===== src/rtl/tmr_pkg.sv =====
`timescale 1ns/1ps
package tmr_pkg;
  localparam int VEC_W    = 8;
  localparam int MASK_POS = 16;
  localparam int MODE_LSB = 17;
  localparam int DIV_MAXLOG = 7;

  typedef enum logic [2:0] {
    RA_CTRL = 3'd0,
    RA_INIT = 3'd1,
    RA_CUR  = 3'd2,
    RA_DIV  = 3'd3,
    RA_DL   = 3'd4
  } reg_addr_e;

  typedef enum logic [1:0] {
    TM_ONESHOT  = 2'b00,
    TM_PERIODIC = 2'b01,
    TM_DEADLINE = 2'b10,
    TM_SPARE    = 2'b11
  } tmode_e;

  function automatic logic [2:0] div_code(input logic [3:0] raw);
    return {raw[3], raw[1:0]};
  endfunction
endpackage


===== src/rtl/tmr_prescaler.sv =====
`timescale 1ns/1ps
module tmr_prescaler #(
  parameter int MAXLOG = 7
) (
  input  logic       clk,
  input  logic       rst_n,
  input  logic       run,
  input  logic       restart,
  input  logic [2:0] code,
  output logic       tick
);
  localparam int PW = MAXLOG;

  logic [PW-1:0] cnt_q;
  logic [PW-1:0] limit;
  logic [2:0]    shift;

  always_comb begin
    shift = code + 3'd1;
    limit = '0;
    for (int i = 0; i < PW; i++) begin
      if (i < int'(shift)) limit[i] = 1'b1;
    end
  end

  assign tick = run && (cnt_q >= limit);

  always_ff @(posedge clk) begin
    if (!rst_n)               cnt_q <= '0;
    else if (restart || !run) cnt_q <= '0;
    else if (tick)            cnt_q <= '0;
    else                      cnt_q <= cnt_q + 1'b1;
  end
endmodule


===== src/rtl/tmr_countdown.sv =====
`timescale 1ns/1ps
module tmr_countdown #(
  parameter int CNT_W = 32
) (
  input  logic             clk,
  input  logic             rst_n,
  input  logic             cancel,
  input  logic             load,
  input  logic [CNT_W-1:0] load_val,
  input  logic [CNT_W-1:0] reload_val,
  input  logic             periodic,
  input  logic             tick,
  output logic [CNT_W-1:0] cur,
  output logic             running,
  output logic             expire
);
  logic last;
  assign last   = (cur == CNT_W'(1));
  assign expire = running && tick && last && !cancel && !load;

  always_ff @(posedge clk) begin
    if (!rst_n) begin
      cur     <= '0;
      running <= 1'b0;
    end else if (cancel) begin
      cur     <= '0;
      running <= 1'b0;
    end else if (load) begin
      cur     <= load_val;
      running <= |load_val;
    end else if (running && tick) begin
      if (last) begin
        if (periodic) begin
          cur <= reload_val;
        end else begin
          cur     <= '0;
          running <= 1'b0;
        end
      end else begin
        cur <= cur - 1'b1;
      end
    end
  end
endmodule


===== src/rtl/tmr_deadline.sv =====
`timescale 1ns/1ps
module tmr_deadline #(
  parameter int TS_W = 64
) (
  input  logic            clk,
  input  logic            rst_n,
  input  logic            cancel,
  input  logic            arm_wr,
  input  logic [TS_W-1:0] wr_val,
  input  logic [TS_W-1:0] tsc,
  output logic [TS_W-1:0] dl_q,
  output logic            armed,
  output logic            expire
);
  assign expire = armed && !cancel && !arm_wr && (tsc >= dl_q);

  always_ff @(posedge clk) begin
    if (!rst_n) begin
      dl_q  <= '0;
      armed <= 1'b0;
    end else if (cancel) begin
      armed <= 1'b0;
    end else if (arm_wr) begin
      dl_q  <= wr_val;
      armed <= |wr_val;
    end else if (expire) begin
      armed <= 1'b0;
    end
  end
endmodule


===== src/rtl/core_irq_timer.sv =====
`timescale 1ns/1ps
module core_irq_timer
  import tmr_pkg::*;
#(
  parameter int CNT_W = 32,
  parameter int TS_W  = 64
) (
  input  logic                  clk,
  input  logic                  rst_n,
  input  logic                  sw_enable,
  input  logic [TS_W-1:0]       tsc,
  input  logic                  wr_en,
  input  logic [2:0]            wr_addr,
  input  logic [TS_W-1:0]       wr_data,
  input  logic [2:0]            rd_addr,
  output logic [TS_W-1:0]       rd_data,
  output logic                  irq_valid,
  output logic [VEC_W-1:0]      irq_vector
);
  localparam int DATA_W = TS_W;

  tmode_e           mode_q;
  logic             mask_q;
  logic [VEC_W-1:0] vec_q;
  logic [CNT_W-1:0] init_q;
  logic [3:0]       div_q;

  tmode_e           new_mode;
  logic             ctrl_wr, mode_chg, init_ld, dl_wr, div_wr;
  logic             dl_mode, per_mode;
  logic             tick, cd_run, cd_exp, dl_arm, dl_exp;
  logic [CNT_W-1:0] cur_cnt;
  logic [TS_W-1:0]  dl_q;

  assign new_mode = tmode_e'(wr_data[MODE_LSB+1:MODE_LSB]);
  assign dl_mode  = (mode_q == TM_DEADLINE);
  assign per_mode = (mode_q == TM_PERIODIC);
  assign ctrl_wr  = wr_en && (wr_addr == RA_CTRL);
  assign mode_chg = ctrl_wr && (new_mode != mode_q);
  assign init_ld  = wr_en && (wr_addr == RA_INIT) && !dl_mode;
  assign dl_wr    = wr_en && (wr_addr == RA_DL) && dl_mode;
  assign div_wr   = wr_en && (wr_addr == RA_DIV);

  always_ff @(posedge clk) begin
    if (!rst_n) begin
      mode_q <= TM_ONESHOT;
      mask_q <= 1'b1;
      vec_q  <= '0;
      init_q <= '0;
      div_q  <= '0;
    end else begin
      if (ctrl_wr) begin
        mode_q <= new_mode;
        mask_q <= wr_data[MASK_POS] | ~sw_enable;
        vec_q  <= wr_data[VEC_W-1:0];
      end
      if (init_ld) init_q <= wr_data[CNT_W-1:0];
      if (div_wr)  div_q  <= {wr_data[3], 1'b0, wr_data[1:0]};
    end
  end

  tmr_prescaler #(.MAXLOG(DIV_MAXLOG)) u_pre (
    .clk     (clk),
    .rst_n   (rst_n),
    .run     (cd_run),
    .restart (init_ld | mode_chg),
    .code    (div_code(div_q)),
    .tick    (tick)
  );

  tmr_countdown #(.CNT_W(CNT_W)) u_cd (
    .clk        (clk),
    .rst_n      (rst_n),
    .cancel     (mode_chg),
    .load       (init_ld),
    .load_val   (wr_data[CNT_W-1:0]),
    .reload_val (init_q),
    .periodic   (per_mode),
    .tick       (tick),
    .cur        (cur_cnt),
    .running    (cd_run),
    .expire     (cd_exp)
  );

  tmr_deadline #(.TS_W(TS_W)) u_dl (
    .clk    (clk),
    .rst_n  (rst_n),
    .cancel (mode_chg),
    .arm_wr (dl_wr),
    .wr_val (wr_data),
    .tsc    (tsc),
    .dl_q   (dl_q),
    .armed  (dl_arm),
    .expire (dl_exp)
  );

  always_ff @(posedge clk) begin
    if (!rst_n) begin
      irq_valid  <= 1'b0;
      irq_vector <= '0;
    end else begin
      irq_valid  <= (cd_exp | dl_exp) & ~mask_q;
      irq_vector <= ((cd_exp | dl_exp) & ~mask_q) ? vec_q : '0;
    end
  end

  always_comb begin
    rd_data = '0;
    case (rd_addr)
      RA_CTRL: begin
        rd_data[VEC_W-1:0]            = vec_q;
        rd_data[MASK_POS]             = mask_q;
        rd_data[MODE_LSB+1:MODE_LSB]  = mode_q;
      end
      RA_INIT: rd_data[CNT_W-1:0] = init_q;
      RA_CUR:  rd_data[CNT_W-1:0] = dl_mode ? '0 : cur_cnt;
      RA_DIV:  rd_data[3:0]       = div_q;
      RA_DL:   rd_data            = dl_mode ? dl_q : {DATA_W{1'b0}};
      default: rd_data = '0;
    endcase
  end
endmodule


===== config.mk =====
export PLATFORM = sky130hd
export DESIGN_NAME = core_irq_timer
export DESIGN_NICKNAME = d
export VERILOG_FILES = /design/src/rtl/tmr_pkg.sv /design/src/rtl/tmr_prescaler.sv /design/src/rtl/tmr_countdown.sv /design/src/rtl/tmr_deadline.sv /design/src/rtl/core_irq_timer.sv
export SDC_FILE = /design/constraint.sdc
export NUM_CORES = 1
export LEC_CHECK = 0
export BUFFER_PORTS_ARGS = -buffer_cell sky130_fd_sc_hd__buf_2
export CORE_MARGIN = 8
export CORE_UTILIZATION = 48
export DETAILED_ROUTE_END_ITERATION = 7
export PLACE_DENSITY = 0.71
export SYNTH_ARGS = -nofsm -noshare
export SYNTH_HDL_FRONTEND = slang
export SYNTH_SLANG_ARGS = --single-unit

===== constraint.sdc =====
create_clock -name clk -period 4.81 [get_ports clk]
set_clock_uncertainty 0.2 [all_clocks]
set_input_delay 0.962 -clock clk [delete_from_list [all_inputs] [get_ports clk]]
set_output_delay 0.962 -clock clk [all_outputs]
set_load 0.02 [all_outputs]

After elaboration in Yosys (flattened, before gate mapping)
Cells that the tools add are included.
{ "totals": {"reg_bits": 160, "input_bits": 138, "output_inout_bits": 73, "word_cells": 102} }
{ "classes": {"n_addsub": 3, "n_lt_le_gt_ge": 9, "eq_ne": 12, "mux": 25, "bitwise": 8, "reduce_logical": 33} }
{ "ops": {"columns": ["operator", "n"], "rows": [
  ["$mux W32", 6],
  ["$ge A64 B64 Y1", 1],
  ["$mux W64", 1],
  ["$reduce_or A64 Y1", 1],
  ["$pmux W13 S3", 1],
  ["$eq A32 B1 Y1 const B", 1],
  ["$reduce_or A32 Y1", 1],
  ["$sub A32 B1 Y32 const B", 1],
  ["$pmux W8 S3", 1],
  ["$pmux W4 S5", 1],
  ["$pmux W4 S4", 1],
  ["$logic_and A1 B1 Y1", 15],
  ["$mux W1", 13],
  ["$pmux W3 S4", 1],
  ["$eq A3 B2 Y1 const B", 3],
  ["$lt A3 B3 Y1 const A", 3],
  ["$add A7 B1 Y7 const B", 1],
  ["$ge A7 B7 Y1", 1],
  ["$eq A3 B1 Y1 const B", 2],
  ["$eq A3 B3 Y1 const B", 2],
  ["$logic_not A3 Y1", 2],
  ["$lt A1 B3 Y1 const A", 2],
  ["$lt A2 B3 Y1 const A", 2],
  ["$reduce_bool A2 Y1", 3],
  ["other kinds (14)", 24]
]} }

Depth between registers and ports, before layout
{ "depth": {"word_depth": 12, "depth_mapped": 13, "mapped_depth_nobuf": 11} }

Modules after synthesis
Synthesis repeated with hierarchy kept, for this count alone.
{ "hier_totals": {"cells_unflattened": 1302, "area_unflattened_um2": 10302.4} }
{ "modules_own_cells": {"columns": ["mod", "instances", "cells_each", "area_per_inst_um2", "seq_area_each_um2"], "rows": [
  ["tmr_deadline", 1, 533, 4126.5, 1301.2],
  ["core_irq_timer", 1, 352, 3067.9, 1101.1],
  ["tmr_countdown", 1, 350, 2572.5, 660.6],
  ["tmr_prescaler", 1, 67, 535.5, 140.1]
]} }

Worst setup path after synthesis
OpenSTA, ideal clock, no wires.
{ "synth_timing": {"path_type": "input port to output port", "startpoint": "in rd_addr[0]", "endpoint": "out rd_data[0]", "arrival_ns": 2.413, "required_ns": 3.648, "setup_slack_ns": 1.235, "stages": 5, "n_path_buf": 2, "cell_sequence": "clkbuf_1 > nor4b_1 > clkbuf_1 > a22oi_1 > o21ai_0"} }
{ "synth_via": {"elab_chain_cells": 2, "word_cells_on_any_way": 6, "classes_between": "eq/ne (4); mux (1); reduce/logical (1)"} }
{ "synth_lines": {"columns": ["item", "line_no", "text"], "rows": [
  ["start: declaration", "core_irq_timer.sv:15", "input logic [2:0] rd_addr,"],
  ["$eq A3 B3 Y1, or another cell as far along", "core_irq_timer.sv:109", "case (rd_addr)"],
  ["$pmux W4 S5 (*)", "core_irq_timer.sv:109", null],
  ["end: declaration", "core_irq_timer.sv:16", "output logic [TS_W-1:0] rd_data,"]
]} }
Mark *: on every way between the ends. The rest lies on a longest branch, timed or not.

Worst setup path after layout
{ "layout_timing": {"startpoint": "in rd_addr[0]", "endpoint": "out rd_data[20]"} }
{ "layout_via": {"elab_chain_cells": 2, "word_cells_on_any_way": 4, "classes_between": "eq/ne (3); mux (1)"} }
{ "layout_lines": {"columns": ["item", "line_no"], "rows": [
  ["$eq A3 B3 Y1, or another cell as far along", "core_irq_timer.sv:109"],
  ["$pmux W13 S3 (*)", "core_irq_timer.sv:109"]
]} }
Marks and branches as above.

==> summary.txt <==
Outcome = complete, no violations
Fin. Hold Viols = 0
H-tree depth = 4
Starting density of the core = 0.488
Final ANT Viol Nets = 0
Pins over their slew limit = 0
WP data arrival = 2870 ps
Max-capacitance violation count = 0
Die Width = 159 µm
Initial antenna violation count = 3
Total GRT Usage = 0.244
Core area = 0.0202 mm²
CTS tree = yes
Worst Reg-to-Reg Cells = 11
Clock Sinks = 160
Placed standard-cell area = 0.0111 mm²
Yosys warning count = 0
Clk Latency, worst-skew pair = 430 ps
Syn Std Cell Area = 0.00985 mm²
# DRC = 0
Crit end category = output pin
Gr ovfl total = 0
Final Util = 0.579
Met2 global-route usage = 0.399
Type of the most critical hold path = flop to flop
Pwr per Cell Area = 276 mW/mm²
# rows = 52
Final instance area = 0.0117 mm²
Mean post-synth cell area = 7.70 µm²
Via Count = 10000
Slew HR = 0.267
Vias in the first global route = 9814
Cell Chain, Critical Path = buf_2, nor2_1, and3_2, buf_4, a222oi_1, inv_1, buf_2
Syn Inst Count = 1279
ANT cells = 0
Global routing usage on met1 = 0.297
Most common cell on crit path = buf_2
GR Util met3 = 0.0662
Crit path time final = 4030 ps
Post-CTS Resized = 0
CTS Hold Bufs = 0
CTS root buffer = clkbuf_16
Largest net degree at the start of global routing = 96
DPL Wire Length = 23.3 mm
Setup TNS = 0 ps
Peak VDD IR = 0.247 mV
Die area = 0.0254 mm²
Final Setup Violations = 0
Commonest non-fill, non-tap cell in the layout = nand2_1
Global-route wire length before repair = 50.8 mm
Clock-pin slew on the worst setup and hold paths = 60 ps
Worst setup SP type = input pin
LEAKAGE = 4.69 nW
Area Overhead vs Synth = 18.6%
Req. time, crit path = 3650 ps
Fmax = 248 MHz
Hold path cells = 2
Commonest register cell after synthesis = dfxtp_1
Number of I/O port buffers = 210
Detailed Routing Iterations Pass 1 = 7
Crit share post-route = 0.838
RSZ-0062 raised after global routing = no
Seq cells post-synth = 160
GPL Wtd Cong = 0.860
Sequential share of the synthesized area = 0.325
Total wire length = 32.0 mm
Worst path top cell family by delay = buffers and inverters
Share of cells above drive strength 1 = 0.192
Post-synth net total = 1491
DRT iter0 DRCs = 925
Dpl cells = 1693
Num CTS Buffers = 17
Grt peak-use layer = met2
Worst-Margin Slew = 1100 ps
Vias per cell = 5.80
Crit path depth = 7
Commonest cells after routing, fill and taps aside = nand2_1, buf_2, dfxtp_1
Postcts setup bufs = 0
CP max-delay cell = and3_2
Worst Path Max Fanout = 43
Fill count = 1956
DR WL/cell = 18.5 µm
Max clock buf depth = 2
WS Path Type = input pin to output pin
Finished Layout Cells = 1725
# IOs = 211
Nets = 1654
Post-synth EDFFs = 0
Yosys cell types = 65
WP buf/inv = 4
Die Y = 159 µm
Async S/R FF share, synth = 0
Crit-path max cell delay = 470 ps
Total power = 3.22 mW
## layer usage
| metal | up-vias | routed length [µm] |
|---|---|---|
| li1 | 4828 | - |
| met1 | 4658 | 13500 |
| met2 | 430 | 14800 |
| met3 | 88 | 2620 |
| met4 | 6 | 986 |
| met5 | - | 37 |
## metrics by stage
step	setup WS [ps]	hold WS (ps)
floorplan	1230	222
global placement	821	253
detailed placement	758	249
CTS	763	262
global route	596	273
finish	777	261
## worst reg2reg max path, delay by kind of cell (launching register included)
family / cells / cell delay (ps)
AO/OA/AOI/OAI: 4 / 970
XOR/XNOR: 1 / 200
adder cells (fa/ha/maj): 2 / 540
flip-flops: 1 / 360
AND/OR/NAND/NOR: 4 / 1350
## logic make-up (layout without fill, tap and decap cells)
kind of cell | Yosys count | after routing | synth area share
xor+xnor | 20 | 20 | 0.0178
mux | 15 | 15 | 0.0152
compound gates | 353 | 353 | 0.247
simple gates | 477 | 477 | 0.229
buf+inv | 180 | 356 | 0.0723
fa+ha+maj | 74 | 74 | 0.0940
flops | 160 | 160 | 0.325
## cells in the mapped netlist (9+ instances only)
master	n	area, µm²
inv_1	98	368
a211oi_1	17	128
nor2_1	59	221
and2_1	34	213
nor4_1	24	150
o21ai_0	42	210
nor2b_1	10	62.6
nand3_1	26	130
xor2_1	9	78.8
clkbuf_1	72	270
a22oi_1	12	90.1
nor3_1	19	95.1
nand4_1	20	125
mux2i_1	15	150
a21boi_0	107	803
dfxtp_1	160	3200
nand2_1	246	923
a222oi_1	21	210
a21oi_1	95	475
xnor2_1	11	96.3
ha_1	74	926
## worst paths after layout
path | from | end | slack, ps
setup / recovery | rd_addr[0] | rd_data[20] | 780
setup reg to reg | div_q[0] | irq_vector[0] | 1110
hold reg to reg | vec_q[0] | irq_vector[0] | 260
hold / removal | vec_q[0] | irq_vector[0] | 260
## final cells by class
cell class,count,area (µm²),share of cell area
Tap cell,270,338,0.0289
Inverter,98,368,0.0315
Multi-Input combinational cell,939,5980,0.512
Timing Repair Buffer,226,1170,0.100
Sequential cell,160,3200,0.274
Clock inverter,13,176,0.0151
Clock buffer,19,443,0.0379
## state kept, by name (all words and copies together) (netlist names)
signal	flops
u_dl.dl_q	64
init_q	32
u_cd.cur	32
irq_vector	8
vec_q	8
u_pre.cnt_q	7
div_q	3
mode_q	2
irq_valid	1
mask_q	1
u_cd.running	1
u_dl.armed	1
## where the power goes
part	internal, mW	switching [mW]
sequential	1.34	0.0240
clock	0.841	0.590
combinational	0.174	0.247
total	2.36	0.861
(Power assumes the default switching activity.)
